===== src/rtl/pgbuf_pkg.sv =====
package pgbuf_pkg;
   typedef enum logic {
      CS_IDLE   = 1'b0,
      CS_COMMIT = 1'b1
   } cstate_t;
endpackage


===== src/rtl/pgbuf_addr.sv =====
// Row and offset register; only the offset advances on each byte.
module pgbuf_addr #(
   parameter int ROW_W  = 6,
   parameter int OFFS_W = 4
) (
   input  logic              clk,
   input  logic              rst_n,
   input  logic              load,
   input  logic [ROW_W-1:0]  row_in,
   input  logic [OFFS_W-1:0] offs_in,
   input  logic              adv,
   input  logic              busy,
   output logic [ROW_W-1:0]  row,
   output logic [OFFS_W-1:0] offs
);
   always_ff @(posedge clk or negedge rst_n) begin
      if (!rst_n) begin
         row  <= '0;
         offs <= '0;
      end else if (load) begin
         row  <= row_in;
         offs <= offs_in;
      end else if (adv) begin
         offs <= offs + 1'b1;
      end
   end

   AST_OFFS_WRAP: assert property (@(posedge clk) disable iff (!rst_n)
      (adv && !load && offs == '1) |=> (offs == '0));
   AST_ROW_KEPT: assert property (@(posedge clk) disable iff (!rst_n)
      (!load) |=> $stable(row));
   AST_BUSY_FROZEN: assert property (@(posedge clk) disable iff (!rst_n)
      busy |=> ($stable(row) && $stable(offs)));
endmodule


===== src/rtl/pgbuf_store.sv =====
// One page of staging slots, each with a valid flag.
module pgbuf_store #(
   parameter int DATA_W = 8,
   parameter int OFFS_W = 4
) (
   input  logic              clk,
   input  logic              rst_n,
   input  logic              clr,
   input  logic              wr,
   input  logic [OFFS_W-1:0] wr_offs,
   input  logic [DATA_W-1:0] wr_data,
   input  logic [OFFS_W-1:0] rd_offs,
   output logic [DATA_W-1:0] rd_data,
   output logic              rd_vld,
   output logic              any_vld
);
   localparam int SLOTS = 1 << OFFS_W;

   logic [DATA_W-1:0] slot_q [SLOTS];
   logic [SLOTS-1:0]  vld_q;

   for (genvar s = 0; s < SLOTS; s++) begin : g_slot
      always_ff @(posedge clk or negedge rst_n) begin
         if (!rst_n) begin
            slot_q[s] <= '0;
            vld_q[s]  <= 1'b0;
         end else if (clr) begin
            vld_q[s]  <= 1'b0;
         end else if (wr && wr_offs == OFFS_W'(s)) begin
            slot_q[s] <= wr_data;
            vld_q[s]  <= 1'b1;
         end
      end
   end

   assign rd_data = slot_q[rd_offs];
   assign rd_vld  = vld_q[rd_offs];
   assign any_vld = |vld_q;

   AST_CLR_EMPTIES: assert property (@(posedge clk) disable iff (!rst_n)
      clr |=> !any_vld);
   AST_WR_MARKS: assert property (@(posedge clk) disable iff (!rst_n)
      (wr && !clr) |=> any_vld);
endmodule


===== src/rtl/pgbuf_commit.sv =====
// Commit sequencer: scans offsets one per clock, then runs out the timer.
module pgbuf_commit
   import pgbuf_pkg::*;
#(
   parameter int OFFS_W    = 4,
   parameter int WR_CYCLES = 64
) (
   input  logic              clk,
   input  logic              rst_n,
   input  logic              start,
   output logic              busy,
   output logic              scan_act,
   output logic [OFFS_W-1:0] scan_offs,
   output logic              fin,
   output logic              done
);
   localparam int CNT_W = $clog2(WR_CYCLES + 1);
   localparam logic [CNT_W-1:0] PAGE_CNT = CNT_W'(1 << OFFS_W);
   localparam logic [CNT_W-1:0] LAST_CNT = CNT_W'(WR_CYCLES - 1);

   cstate_t          st_q;
   logic [CNT_W-1:0] cnt_q;
   logic             done_q;

   always_ff @(posedge clk or negedge rst_n) begin
      if (!rst_n) begin
         st_q   <= CS_IDLE;
         cnt_q  <= '0;
         done_q <= 1'b0;
      end else begin
         done_q <= 1'b0;
         unique case (st_q)
            CS_IDLE: if (start) begin
               st_q  <= CS_COMMIT;
               cnt_q <= '0;
            end
            CS_COMMIT: if (cnt_q == LAST_CNT) begin
               st_q   <= CS_IDLE;
               done_q <= 1'b1;
            end else begin
               cnt_q <= cnt_q + 1'b1;
            end
            default: st_q <= CS_IDLE;
         endcase
      end
   end

   assign busy      = (st_q == CS_COMMIT);
   assign scan_act  = busy && (cnt_q < PAGE_CNT);
   assign scan_offs = cnt_q[OFFS_W-1:0];
   assign fin       = busy && (cnt_q == LAST_CNT);
   assign done      = done_q;

   AST_DONE_SINGLE: assert property (@(posedge clk) disable iff (!rst_n)
      done |=> !done);
   AST_DONE_AFTER_BUSY: assert property (@(posedge clk) disable iff (!rst_n)
      done |-> (!busy && $past(busy)));
   AST_FIN_ENDS: assert property (@(posedge clk) disable iff (!rst_n)
      fin |=> (!busy && done));
endmodule


===== src/rtl/pgbuf_top.sv =====
// Page staging buffer: stage a burst with in-page wrap, commit, time out.
module pgbuf_top
   import pgbuf_pkg::*;
#(
   parameter int DATA_W    = 8,
   parameter int OFFS_W    = 4,
   parameter int ROW_W     = 6,
   parameter int WR_CYCLES = 64
) (
   input  logic                    clk,
   input  logic                    rst_n,
   input  logic                    load_i,
   input  logic [ROW_W-1:0]        load_row_i,
   input  logic [OFFS_W-1:0]       load_offs_i,
   input  logic                    byte_vld_i,
   input  logic [DATA_W-1:0]       byte_i,
   input  logic                    end_i,
   output logic                    busy_o,
   output logic                    done_o,
   output logic                    mem_we_o,
   output logic [ROW_W+OFFS_W-1:0] mem_addr_o,
   output logic [DATA_W-1:0]       mem_data_o
);
   localparam int PAGE = 1 << OFFS_W;

   if (WR_CYCLES < PAGE) begin : g_bad_cycles
      $error("WR_CYCLES must cover one scan of the page");
   end
   if (DATA_W < 1 || OFFS_W < 1 || ROW_W < 1) begin : g_bad_width
      $error("widths must be positive");
   end

   logic              busy, fin, scan_act, any_vld, rd_vld, start;
   logic              acc_load, acc_byte, acc_end;
   logic [ROW_W-1:0]  row;
   logic [OFFS_W-1:0] offs, scan_offs;
   logic [DATA_W-1:0] rd_data;

   // Priority: load, then byte, then end; all are ignored while busy.
   assign acc_load = load_i && !busy;
   assign acc_byte = byte_vld_i && !busy && !load_i;
   assign acc_end  = end_i && !busy && !load_i && !byte_vld_i;
   assign start    = acc_end && any_vld;

   pgbuf_addr #(.ROW_W(ROW_W), .OFFS_W(OFFS_W)) u_addr (
      .clk(clk), .rst_n(rst_n), .load(acc_load), .row_in(load_row_i),
      .offs_in(load_offs_i), .adv(acc_byte), .busy(busy), .row(row), .offs(offs)
   );

   pgbuf_store #(.DATA_W(DATA_W), .OFFS_W(OFFS_W)) u_store (
      .clk(clk), .rst_n(rst_n), .clr(acc_load || fin), .wr(acc_byte),
      .wr_offs(offs), .wr_data(byte_i), .rd_offs(scan_offs),
      .rd_data(rd_data), .rd_vld(rd_vld), .any_vld(any_vld)
   );

   pgbuf_commit #(.OFFS_W(OFFS_W), .WR_CYCLES(WR_CYCLES)) u_commit (
      .clk(clk), .rst_n(rst_n), .start(start), .busy(busy), .scan_act(scan_act),
      .scan_offs(scan_offs), .fin(fin), .done(done_o)
   );

   assign busy_o     = busy;
   assign mem_we_o   = scan_act && rd_vld;
   assign mem_addr_o = {row, scan_offs};
   assign mem_data_o = rd_data;

   AST_WE_IN_BUSY: assert property (@(posedge clk) disable iff (!rst_n)
      mem_we_o |-> busy_o);
   AST_START_BUSY: assert property (@(posedge clk) disable iff (!rst_n)
      start |=> busy_o);
   AST_EMPTY_END: assert property (@(posedge clk) disable iff (!rst_n)
      (acc_end && !any_vld) |=> !busy_o);
   AST_IDLE_NO_WE: assert property (@(posedge clk) disable iff (!rst_n)
      (!busy_o) |-> !mem_we_o);
endmodule


===== config.mk =====
export PLATFORM = sky130hd
export DESIGN_NAME = pgbuf_top
export DESIGN_NICKNAME = d
export VERILOG_FILES = /design/src/rtl/pgbuf_pkg.sv /design/src/rtl/pgbuf_addr.sv /design/src/rtl/pgbuf_store.sv /design/src/rtl/pgbuf_commit.sv /design/src/rtl/pgbuf_top.sv
export SDC_FILE = /design/constraint.sdc
export NUM_CORES = 1
export LEC_CHECK = 0
export ABC_AREA = 1
export BUFFER_PORTS_ARGS = -buffer_cell sky130_fd_sc_hd__buf_2
export CAP_MARGIN = 10
export CORE_UTILIZATION = 45
export DETAILED_ROUTE_END_ITERATION = 16
export PLACE_DENSITY = 0.66
export SLEW_MARGIN = 40
export SYNTH_ARGS = -nofsm -noshare
export SYNTH_HDL_FRONTEND = slang
export SYNTH_SLANG_ARGS = --single-unit

===== constraint.sdc =====
create_clock -name clk -period 2.1 [get_ports clk]
set_clock_uncertainty 0.2 [all_clocks]
set_input_delay 0 -clock clk [delete_from_list [all_inputs] [get_ports clk]]
set_output_delay 0 -clock clk [all_outputs]
set_load 0.05 [all_outputs]

==> results.tsv <==
metric	value	unit
pin count of the biggest net entering global routing	70	
Max stage delay on crit path	0.46	ns
insertion delay of the later-clocked pin in the worst-skew pair	0.43	ns
count of boundary I/O pins	44	
worst vdd ir	1.45	mV
endpoint of the worst register-to-register path	u_store.vld_q[11]	
internal reg-to-reg setup slack	0.02	ns
area of all placed cells without fillers	0.00949	mm^2
width of the die	132	um
syn avg cell area	8.28	um^2
fin cells	1228	
DR iter-0 viols	519	
post-synth cell types	27	
Final HPWL DP	12500	um
Area growth, synth to finish	25.6	%
area leader, netlist	sky130_fd_sc_hd__dfrtp_1	
count of final max-slew check failures	0	
final critical-path share of the clock period	103	%
multi-input combinational cell area	0.00308	mm^2
Gate Count Post-Synth	913	
Worst Setup Path Type	flop to output port	
level count of the clock H-tree	4	
internal power contribution	8590	uW
layout cells sized above 1	17.1	%
largest fanout of any net on the critical path	7	
kind of launch point of the worst setup path	flop	
switching power	6150	uW
effective utilization at floorplan	45.9	%
Global Route Usage Sum	25.7	%
DR DRC count	0	
failing checks	negative setup slack	
ordered cell list for the critical path	clkinv_4 > buf_8 > buf_6 > nor2_1 > nor2_1 > o21ai_2 > o211ai_1 > nand3_1 > nand2_2 > buf_6	
vias after detailed routing	6630	
Post-synth top cells	sky130_fd_sc_hd__nand2_1, sky130_fd_sc_hd__dfrtp_1, sky130_fd_sc_hd__o21ai_0, sky130_fd_sc_hd__nor2_1, sky130_fd_sc_hd__o21ai_1	
Worst Slack Setup Final	-0.0580	ns
Peak Freq	463	MHz
kind of cell with the highest combined delay on the critical path	buffers and inverters	
Yosys warning total	0	
Arrival @ worst endpoint	1.96	ns
diode insertion count for antenna repair	0	
switching power as a share of total power	41.7	%
proportion of synthesized flip-flops having asynchronous set or reset	100	%
prevailing post-synth register cell	sky130_fd_sc_hd__dfrtp_1	
number of setup violations in the final report	9	
port bufs	43	
Gate power share	47.9	%
Hold WS	0.129	ns
Static Leak	0.00448	uW
Sequential Power Share	31.7	%
count of antenna-violating nets left after detailed routing	0	
overall power	14700	uW
origin of the critical flop-to-flop path	u_commit.cnt_q[0]	
type of destination of the critical path	output port	
synthesized cell area	0.00756	mm^2
Longest Clk Path Bufs	2	
Place WS	0.163	ns
GPL Wtd Cong	0.828	
portion of synthesized cell area occupied by the leading cell type	54.0	%
Post-Synthesis Net Count	941	
sequential cell area	0.00408	mm^2
CP max-delay cell	sky130_fd_sc_hd__dfrtp_2	
number of cells on the worst reg-to-reg path	10	
power density over the cells	1550	mW/mm^2
setup repair after global routing missed its margin	true	
routed via count divided by cell count	5.40	
remaining max-slew budget at the tightest pin	64.7	%
final worst path period need	2.16	ns
area of the core region	0.0165	mm^2
floorplan row count	47	
average detailed-routed wire length per instance	17.2	um
number of antenna violations at the first check in global routing	0	
Buf/Inv on CP	4	
Hold/Removal Path Class	input port to flop	
vias in the first global route	6451	
cell types with the largest area share after synthesis	sky130_fd_sc_hd__dfrtp_1, sky130_fd_sc_hd__nand2_1, sky130_fd_sc_hd__o21ai_0	
hold-critical path endpoint	u_store.slot_q[32]	
Hold Crit Depth	4	
number of synthesized flops with an enable pin	0	
Cell Count Post-Placement	1152	
total of max-cap violations	0	
Worst-Margin Slew	0.528	ns
Final Hold Vio Count	0	
library cell with the highest instance count after synthesis	sky130_fd_sc_hd__nand2_1	
die boundary height	132	um
outcome	finished with violations	
number of inserted filler cells in the final layout	1525	
Total Die Area	0.0173	mm^2
aggregate global routing overflow	0	
Clk Tree Root Cell	sky130_fd_sc_hd__clkbuf_16	
CP Data Required Time	1.90	ns
first-pass GRT wire length	34300	um
first-pass iteration count of the detailed router	4	
sequential fraction of the synthesis area	54.0	%
beginning of the worst hold path	byte_i[0]	
clock network power share	20.4	%
total CTS buffers	17	
routed wire length	21100	um
number of sinks handled by clock tree synthesis	163	
flip-flop and latch count after synthesis	163	
CTS clock-pin slew for the worst setup and hold paths	0.06	ns
net total in the final layout	1023	
clock tree from TritonCTS	done	
post-place instance area	0.00816	mm^2
[flip-flops by register name, indices dropped and copies added, names as in the netlist]
signal,flops
u_addr.offs,4
u_store.vld_q,16
u_addr.row,6
u_commit.busy,1
u_commit.cnt_q,7
u_commit.done,1
u_store.slot_q,128
[metrics by stage]
| stage | TNS [ns] | utilization, % |
|---|---|---|
| 4_1_cts | -0.405 | 57.2 |
| 3_5_place_dp | 0 | 49.6 |
| 6_report | -0.318 | 57.6 |
| 5_1_grt | -2.02 | 57.6 |
| 2_1_floorplan | 0 | - |
| 3_3_place_gp | 0 | 49.6 |
[cells in the final DEF, fill, tap and decap left out, drive strengths merged]
| cell type | count |
|---|---|
| nand4 | 8 |
| dlygate4sd3 | 33 |
| nor3 | 2 |
| bufbuf | 1 |
| a31oi | 1 |
| a21oi | 17 |
| ha | 5 |
| clkinvlp | 1 |
| o211ai | 39 |
| clkinv | 7 |
| nand2 | 245 |
| xor2 | 2 |
| nand3 | 50 |
| bufinv | 1 |
| nor2 | 68 |
| o21ai | 187 |
| a21o | 1 |
| dfrtp | 163 |
| inv | 59 |
| buf | 91 |
| o22ai | 2 |
| and3 | 1 |
| clkbuf | 24 |
[power groups by stage]
stage               sequential [uW]  clock [uW]  combinational [uW]
floorplan                      4690           0                3880
detailed placement             4680           0                5660
CTS                            4650        3050                6900
finish                         4680        3010                7060
global placement               4660           0                5570
global route                   4770        3180                7660
[cell families (layout without fill, tap and decap cells)]
logic type	after synthesis	count (layout)	synth area share [%]
and+or+nand+nor	374	374	20.7
DFF	163	163	54.0
buffers and inverters	122	217	6.56
adders and majority gates	5	5	0.828
AOI/OAI and AO/OA	247	247	17.7
xor gates and xnor gates	2	2	0.232
[tightest hold or removal path: cells and delay by family]
| family | cells | cell delay, ns |
|---|---|---|
| AND/OR/NAND/NOR | 1 | 0.04 |
| buffers and inverters | 2 | 0.63 |
| AO/OA/AOI/OAI | 1 | 0.05 |
[final cells by class]
type | instances | share of cell area, %
inverter | 60 | 2.45
clock inverter | 8 | 0.791
clock buffer | 24 | 5.18
timing repair buffer | 125 | 13.2
tap | 220 | 2.90
sequential | 163 | 43.0
multi-input combinational | 628 | 32.5
[repair_timing]
action,CTS,global route
hold buffers,33,0
pin swaps,23,8
gates resized for setup,67,20
endpoints found under the setup margin,9,54
hold endpoints to repair,316,0
gates cloned,6,0
buffers inserted,5,2
[worst max-delay path by stage]
stage / startpoint / to / slack (ns) / cells past startpoint
2_1_floorplan: u_commit.busy / u_store.slot_q[79] / 0.04 / 10
3_3_place_gp: u_commit.cnt_q[0] / mem_data_o[2] / 0.20 / 7
3_5_place_dp: u_commit.busy / u_store.slot_q[8] / 0.16 / 6
4_1_cts: u_commit.cnt_q[0] / mem_data_o[3] / -0.05 / 10
5_1_grt: u_commit.cnt_q[1] / mem_data_o[4] / -0.13 / 7
6_report: u_commit.cnt_q[0] / mem_data_o[3] / -0.06 / 10
[routing by layer]
metal / up-vias / routed length (um) / global-route usage (%)
met2: 150 / 10100 / 41.6
li1: 3183 / - / -
met3: 21 / 711 / 4.44
met1: 3276 / 10000 / 35.1
met4: 0 / 298 / 7.88
met5: - / 0 / 0
(Power assumes the default switching activity.)
